--- config.mk ---
export PLATFORM = sky130hd
export DESIGN_NAME = uart_rate_gen
export DESIGN_NICKNAME = d
export VERILOG_FILES = /design/src/rtl/uart_rate_pkg.sv /design/src/rtl/rate_prescaler.sv /design/src/rtl/rate_tick_div.sv /design/src/rtl/uart_rate_gen.sv
export SDC_FILE = /design/constraint.sdc
export NUM_CORES = 1
export LEC_CHECK = 0
export BUFFER_PORTS_ARGS = -buffer_cell sky130_fd_sc_hd__buf_4
export CAP_MARGIN = 25
export CORE_UTILIZATION = 30
export DETAILED_ROUTE_END_ITERATION = 10
export GPL_TIMING_DRIVEN = 0
export HOLD_SLACK_MARGIN = 0.12
export PLACE_DENSITY = 0.44
export SETUP_SLACK_MARGIN = 0.1
export SKIP_CTS_REPAIR_TIMING = 1
export SLEW_MARGIN = 20
export SYNTH_ARGS = -nofsm -noshare
export SYNTH_HDL_FRONTEND = slang
export SYNTH_SLANG_ARGS = --single-unit
--- constraint.sdc ---
create_clock -name clk -period 3.98 [get_ports clk]
set_clock_uncertainty 0.2 [all_clocks]
set_input_delay 0.199 -clock clk [delete_from_list [all_inputs] [get_ports clk]]
set_output_delay 0.199 -clock clk [all_outputs]
set_load 0.05 [all_outputs]
--- src/rtl/uart_rate_pkg.sv ---
package uart_rate_pkg;

  localparam int RATE_CD_W      = 16;
  localparam int RATE_BDIV_W    = 8;
  localparam int RATE_PRE_RATIO = 8;
  localparam int RATE_BDIV_LO   = 4;
  localparam int RATE_BDIV_HI   = 254;
  localparam int RATE_CD_RST    = 'h3E;
  localparam int RATE_BDIV_RST  = 6;

  // Settings held between cycles, compared against the inputs.
  typedef struct packed {
    logic                   pre8;
    logic [RATE_CD_W-1:0]   cd;
    logic [RATE_BDIV_W-1:0] bdiv;
  } rate_cfg_t;

endpackage

--- src/rtl/rate_prescaler.sv ---
module rate_prescaler #(
  parameter int RATIO = 8
) (
  input  logic clk,
  input  logic rst_n,
  input  logic hold,
  input  logic sel,
  output logic pre_tick
);

  generate
    if (RATIO > 1) begin : g_div
      localparam int W = $clog2(RATIO);
      localparam logic [W-1:0] LAST = W'(RATIO - 1);

      logic [W-1:0] cnt_q;
      logic [W-1:0] cnt_d;
      logic         wrap;

      assign wrap = (cnt_q == LAST);

      always_comb begin
        if (hold || !sel) begin
          cnt_d = '0;
        end else if (wrap) begin
          cnt_d = '0;
        end else begin
          cnt_d = cnt_q + W'(1);
        end
      end

      always_ff @(posedge clk or negedge rst_n) begin
        if (!rst_n) begin
          cnt_q <= '0;
        end else begin
          cnt_q <= cnt_d;
        end
      end

      assign pre_tick = !hold && (!sel || wrap);
    end else begin : g_pass
      assign pre_tick = !hold;
    end
  endgenerate

endmodule

--- src/rtl/rate_tick_div.sv ---
module rate_tick_div #(
  parameter int W = 16
) (
  input  logic         clk,
  input  logic         rst_n,
  input  logic         hold,
  input  logic         ce,
  input  logic [W-1:0] div,
  output logic         tick
);

  logic [W-1:0] cnt_q;
  logic [W-1:0] cnt_d;
  logic         div_zero;
  logic         at_end;

  assign div_zero = (div == '0);
  assign at_end   = (cnt_q == div - W'(1));
  assign tick     = ce && !hold && !div_zero && at_end;

  always_comb begin
    if (hold || div_zero) begin
      cnt_d = '0;
    end else if (ce) begin
      cnt_d = at_end ? '0 : cnt_q + W'(1);
    end else begin
      cnt_d = cnt_q;
    end
  end

  always_ff @(posedge clk or negedge rst_n) begin
    if (!rst_n) begin
      cnt_q <= '0;
    end else begin
      cnt_q <= cnt_d;
    end
  end

endmodule

--- src/rtl/uart_rate_gen.sv ---
module uart_rate_gen
  import uart_rate_pkg::*;
#(
  parameter int CD_W      = RATE_CD_W,
  parameter int BDIV_W    = RATE_BDIV_W,
  parameter int PRE_RATIO = RATE_PRE_RATIO,
  parameter int BDIV_LO   = RATE_BDIV_LO,
  parameter int BDIV_HI   = RATE_BDIV_HI,
  parameter int CD_RST    = RATE_CD_RST,
  parameter int BDIV_RST  = RATE_BDIV_RST
) (
  input  logic              clk,
  input  logic              rst_n,
  input  logic              pre8_sel,
  input  logic [CD_W-1:0]   clk_div,
  input  logic [BDIV_W-1:0] bit_div,
  input  logic              gen_en,
  output logic              samp_tick,
  output logic              bit_tick
);

  localparam int BIT_W = BDIV_W + 1;
  localparam logic [BDIV_W-1:0] LO_V = BDIV_W'(BDIV_LO);
  localparam logic [BDIV_W-1:0] HI_V = BDIV_W'(BDIV_HI);

  // Held copy of the settings.
  logic              pre8_q, pre8_d;
  logic [CD_W-1:0]   cd_q, cd_d;
  logic [BDIV_W-1:0] bdiv_q, bdiv_d;

  logic              reload;
  logic              hold;
  logic [BDIV_W-1:0] bdiv_eff;
  logic [BIT_W-1:0]  bit_len;
  logic              pre_tick;

  always_comb begin
    pre8_d = pre8_sel;
    cd_d   = clk_div;
    bdiv_d = bit_div;
  end

  always_ff @(posedge clk or negedge rst_n) begin
    if (!rst_n) begin
      pre8_q <= 1'b0;
      cd_q   <= CD_W'(CD_RST);
      bdiv_q <= BDIV_W'(BDIV_RST);
    end else begin
      pre8_q <= pre8_d;
      cd_q   <= cd_d;
      bdiv_q <= bdiv_d;
    end
  end

  assign reload = (pre8_sel != pre8_q) || (clk_div != cd_q) || (bit_div != bdiv_q);
  assign hold   = reload || !gen_en;

  always_comb begin
    if (bdiv_q < LO_V) begin
      bdiv_eff = LO_V;
    end else if (bdiv_q > HI_V) begin
      bdiv_eff = HI_V;
    end else begin
      bdiv_eff = bdiv_q;
    end
  end

  assign bit_len = {1'b0, bdiv_eff} + BIT_W'(1);

  rate_prescaler #(
    .RATIO (PRE_RATIO)
  ) u_pre (
    .clk      (clk),
    .rst_n    (rst_n),
    .hold     (hold),
    .sel      (pre8_q),
    .pre_tick (pre_tick)
  );

  rate_tick_div #(
    .W (CD_W)
  ) u_samp (
    .clk   (clk),
    .rst_n (rst_n),
    .hold  (hold),
    .ce    (pre_tick),
    .div   (cd_q),
    .tick  (samp_tick)
  );

  rate_tick_div #(
    .W (BIT_W)
  ) u_bit (
    .clk   (clk),
    .rst_n (rst_n),
    .hold  (hold),
    .ce    (samp_tick),
    .div   (bit_len),
    .tick  (bit_tick)
  );

endmodule

---- Yosys cells after proc, flatten, opt, wreduce, memory -nomap -nowiden ----
Index checks and enable logic that the tools add are counted.
operators by class
  reduce and logical (&&, ||, !) cells .... 23
  order comparisons ....................... 2
  add/sub/neg operators ................... 6
  eq/ne operators ......................... 6
  multiplexer cells ....................... 10
operators with widths
  cell                                                                          count
  16-bit 2-to-1 mux                                                             3
  9-bit 2-to-1 mux                                                              3
  16-bit by 1-bit adder with 16-bit output, second input constant               1
  16-bit equality test                                                          1
  16-bit logical NOT                                                            1
  8-bit 2-to-1 mux                                                              2
  16-bit inequality test                                                        1
  16-bit by 1-bit subtractor with 16-bit output, second input constant          1
  8-bit by 1-bit adder with 9-bit output, second input constant                 1
  9-bit by 1-bit adder with 9-bit output, second input constant                 1
  9-bit equality test                                                           1
  9-bit logical NOT                                                             1
  9-bit by 1-bit subtractor with 9-bit output, second input constant            1
  8-bit greater-than comparator, second input constant                          1
  8-bit by 3-bit less-than comparator with 1-bit output, second input constant  1
  8-bit inequality test                                                         1
  1-bit logical AND                                                             7
  1-bit logical OR                                                              7
  3-bit 2-to-1 mux                                                              2
  1-bit logical NOT                                                             5
  2-bit nonzero test                                                            2
  3-bit by 1-bit adder with 3-bit output, second input constant                 1
  3-bit equality test, second input constant                                    1
  1-bit inequality test                                                         1
storage, ports and cells
  input port bits ......................... 28
  register bits after elaboration ......... 53
  output and inout port bits .............. 2
  logic and storage cells ................. 53

---- Depth between registers and ports, before layout ----
  word-level depth ........................ 12
  gate-level depth with buffers ........... 14
  mapped depth without buffers ............ 13

---- Hierarchy ----
A second synthesis with hierarchy kept.
unflattened totals
  cells, all modules ...................... 420
  area total of the unflattened synthesis .. 3,782.4 µm²
by module, submodules not included
  module                   area each (µm²)  cells an instance  times used
  rate_tick_div at u_samp  1,627.8          214                1
  uart_rate_gen            1,111.1          85                 1
  rate_tick_div at u_bit   902.1            111                1
  rate_prescaler           141.4            10                 1

---- Worst setup path after synthesis ----
No wires, ideal clock.
  path type ............................... register to output
  start ................................... register bdiv_q[4]
  end ..................................... output bit_tick
  path slack .............................. -0.454 ns
  arrival time ............................ 4.035 ns
  stages on the path, launching flop included .. 15
  buffers on the path ..................... 1
  cell sequence ........................... dfrtp_1 > buf_1 > nand4_1 > o21ai_0 > or2_2 > inv_1 > ha_1 > nand3_1 > nor2_1 > mux2_2 > o31a_1 > nor4_1 > o2111ai_1 > or2_2 > nor2_1
between the ends
  longest elaborated chain between the ends .. 11
  elaborated cells on any way between the ends .. 20
  classes of those cells .................. add/sub: 2; order compare: 2; eq/ne: 2; mux: 2; reduce/logical: 12
RTL lines
  item                                                                                             RTL line             RTL
  from (decl)                                                                                      uart_rate_gen.sv:29  logic [BDIV_W-1:0] bdiv_q, bdiv_d;
  from (signal assigned)                                                                           uart_rate_gen.sv:47  bdiv_q <= BDIV_W'(BDIV_RST);
  from (signal assigned)                                                                           uart_rate_gen.sv:51  bdiv_q <= bdiv_d;
  parallel branches: the longest is 10 deep, another holds 8-bit by 1-bit adder with 9-bit output  n/a
  1-bit logical AND (*)                                                                            rate_tick_div.sv:19  assign tick = ce && !hold && !div_zero && at_end;
  to (decl)                                                                                        uart_rate_gen.sv:19  output logic bit_tick
Mark *: on every way between the ends.

---- Worst setup path in the final report ----
  start ................................... register bdiv_q[5]
  end ..................................... output bit_tick
The elaborated chain is that of the path after synthesis.

==> flow_summary.json <==
{
  "status": "complete, but fails checks",
  "violations": "setup timing",
  "layout.nets": 515,
  "grt_first_pass_wirelength_um": 15750,
  "drt_iter0_drc": 158,
  "area_growth_pct": 30.86,
  "wl_per_cell_um": 16.26,
  "drive_gt1_frac": 0.2271,
  "hpwl_um": 7286,
  "p_comb_frac": 0.182,
  "die_w_um": 113.2,
  "worstSkewPairLatency_ps": 310,
  "crit_top_cell": "or2_4",
  "min_period_over_period": 1.000,
  "regToRegStartpoint": "bdiv_q[5]",
  "die_area_um2": 12810,
  "track_usage": 0.1581,
  "fin_ws_ps": -0.2027,
  "drc_errors": 0,
  "hold_depth": 5,
  "coreArea_um2": 12010,
  "p_seq_frac": 0.457,
  "dieHeight_um": 113.2,
  "syn_area_um2": 3710,
  "syn_avg_cell_area_um2": 9.205,
  "endpoint_kind": "output port",
  "n_fill_cell": 1231,
  "ys_seq_area_frac": 0.3599,
  "slew-limit-headroom": 0.5316,
  "yosysWarningCount": 0,
  "cts_buffer_depth": 2,
  "worstReg2RegEnd": "u_bit.cnt_q[3]",
  "pin_count": 30,
  "row_count": 40,
  "worstPathCellList": "buf_6, nand4_1, o21ai_2, or2_4, inv_4, ha_4, and2_4, a31o_4, or2_4, xnor2_4, nor4_4, o2111ai_4, or2_4, nor2_4, buf_6",
  "io_buffers": 29,
  "synth_top_cell_area_share": 0.3103,
  "synth_cell_types": 63,
  "synthCells": 403,
  "finalHoldViolCount": 0,
  "ant_nets": 0,
  "synth_area_leader_cell": "dfrtp_1",
  "grt_pass1_vias": 3018,
  "p_sw_frac": 0.2779,
  "cpMaxStageDelayCell": "dfrtp_1",
  "synth_edf_count": 0,
  "worstMarginPinSlew_ps": 695.3,
  "finalWirelength_um": 10200,
  "pwr-share-clk": 0.361,
  "clock_sinks": 53,
  "grt_antenna_before_repair": 0,
  "netlist_top_cells_area": "dfrtp_1 (31%), xnor2_1 (10%), xor2_1 (6.8%)",
  "worst_ep_arrival_time_ps": 3580,
  "synth_nets": 439,
  "min_from": "gen_en",
  "dp.cells": 579,
  "setup.worst_path.start_class": "flip-flop",
  "placed_cell_area_um2": 4138,
  "multi_input_area_um2": 2419,
  "p_leak_nw": 1.896,
  "gp_congestion": 0.8042,
  "crit_type": "reg -> out",
  "via_per_inst": 5.150,
  "synth-seq-cells": 53,
  "max_freq_mhz": 251.2,
  "slew_viol_final": 0,
  "rrSetupSlack_ps": 300,
  "rsz0062_at_grt": "true",
  "first_pass_iters": 4,
  "reg2regPathDepth": 15,
  "hold_class": "in -> reg",
  "cts_made_buffers": 5,
  "root_buffer": "clkbuf_16",
  "min_period_ps": 3980,
  "finalNonFillerCells": 627,
  "p_per_area_nw_per_um2": 257.0,
  "maxCapViolCount": 0,
  "grt_max_degree": 54,
  "setup_violations": 1,
  "p_int_w": 0.0009011,
  "seqCellArea_um2": 1336,
  "synthFlopType": "dfrtp_1",
  "path_clk_slew_ps": 70,
  "peakVddDrop_mv": 0.1384,
  "slowest_delay_ps": 400,
  "finalInstanceArea_um2": 4855,
  "htreeDepth": 2,
  "worstPathRequired_ps": 3580,
  "diodes": 0,
  "p_sw_w": 0.0003467,
  "cp_max_fo": 6,
  "cts_tree": "built",
  "overflow": 0,
  "async_flop_share": 1.000,
  "initial_utilization": 0.3089,
  "vias": 3229,
  "holdPathEnd": "u_pre.g_div.cnt_q[0]"
}
## cells in the final DEF (no fill, tap or decap), types with 4 or more instances in the layout
master         instances
a21oi_1                8
a22o_1                 5
a31oi_1                4
and2_1                 4
and3_1                 8
buf_4                 44
buf_6                  5
clkbuf_1              10
clkbuf_16              5
dfrtp_1               45
dfstp_2                7
dlygate4sd3_1         26
ha_1                   7
inv_1                 12
mux2_2                 4
mux2i_1                4
nand2_1               21
nand2b_1               7
nand3_1                9
nand4_1               11
nor2_1                44
nor2b_1                5
nor3_1                12
nor4_1                 7
o2111ai_1              4
o211ai_1               4
o21ai_0                6
o221ai_1               5
or3_1                  5
xnor2_1               42
xor2_1                28
## worst max-delay path: cells and delay by family (launching register included)
family / cells / cell delay, ps
adder cells (fa/ha/maj): 1 / 180
buffers and inverters: 3 / 340
flip-flops: 1 / 400
AND/OR/NAND/NOR: 7 / 1550
XOR/XNOR: 1 / 140
AO/OA/AOI/OAI: 3 / 660
## how the worst max path moves through the flow
stage	start	to	slack, ps	depth (start not counted)
floorplan	bdiv_q[4]	bit_tick	120	14
CTS	bdiv_q[1]	bit_tick	-990	14
finish	bdiv_q[5]	bit_tick	-0.2	15
global placement	bdiv_q[1]	bit_tick	-620	14
global route	bdiv_q[5]	bit_tick	-190	15
detailed placement	bdiv_q[1]	bit_tick	-610	14
## final cells by class
class	instances	area share
plain buffers	20	0.02474
repair buffers	71	0.1235
well taps	147	0.03789
flip-flops and latches	53	0.2753
multi-input cells	315	0.4982
clock buffers	6	0.02655
clock inverters	2	0.003351
inverters	13	0.01057
## cells in the mapped netlist, drive strengths merged (5+ instances only)
master and instances:
nand4 12, xnor2 43, nor2b 5, o211ai 5, dfstp 7, nand2 21
or3 5, nor2 47, nor3 14, nand3 10, o21ai 7, dfrtp 46
inv 13, xor2 29, ha 8, o2111ai 5, or2 5, clkbuf 13
and3 8, and2 5, buf 9, o221ai 5, a21oi 8, nor4 10
nand2b 7, a22o 5
## sequential cells by signal, summed over array words and instances, names as in the netlist
register	cells
cd_q	16
u_samp.cnt_q	16
u_bit.cnt_q	9
bdiv_q	8
u_pre.g_div.cnt_q	3
pre8_q	1
## metal layers
layer	share of wire	routed length, µm	global-route usage	vias to the layer above
met5	0	0	0	-
met4	0.018	180	0.06053	0
met3	0.031	313	0.02517	18
met2	0.45	4625	0.2352	57
met1	0.50	5078	0.2288	1564
li1	-	-	-	1590
## kinds of logic after synthesis
group,count (synthesis),share of synthesized area
simple gates,161,0.2364
xor+xnor,73,0.1761
compound gates,65,0.1363
flops,53,0.3599
buf+inv,35,0.04148
mux,8,0.02293
fa+ha+maj,8,0.02698
## through the flow
| stage | setup WS, ps | total power [W] | hold WS (ps) | utilization | TNS, ps |
|---|---|---|---|---|---|
| detailed placement | -612.5 | 0.0007514 | 106.2 | 0.3445 | -4150 |
| global placement | -615.8 | 0.0007507 | 103.6 | 0.3445 | -4164 |
| global route | -187.6 | 0.001299 | 253.2 | 0.4042 | -187.6 |
| floorplan | 123.8 | 0.0006828 | -296.6 | - | 0 |
| CTS | -990.0 | 0.001207 | -228.4 | 0.3566 | -5073 |
| finish | -0.2027 | 0.001248 | 222.8 | 0.4042 | -0.2027 |
## power by group through the flow
| stage | sequential, W | combinational, W | clock (W) |
|---|---|---|---|
| 4_1_cts | 0.000567 | 0.000175 | 0.000465 |
| 3_3_place_gp | 0.000577 | 0.000173 | 0 |
| 5_1_grt | 0.000572 | 0.000248 | 0.000479 |
| 2_1_floorplan | 0.000574 | 0.000109 | 0 |
| 6_report | 0.000570 | 0.000227 | 0.000451 |
| 3_5_place_dp | 0.000577 | 0.000174 | 0 |
(Power assumes the default switching activity.)
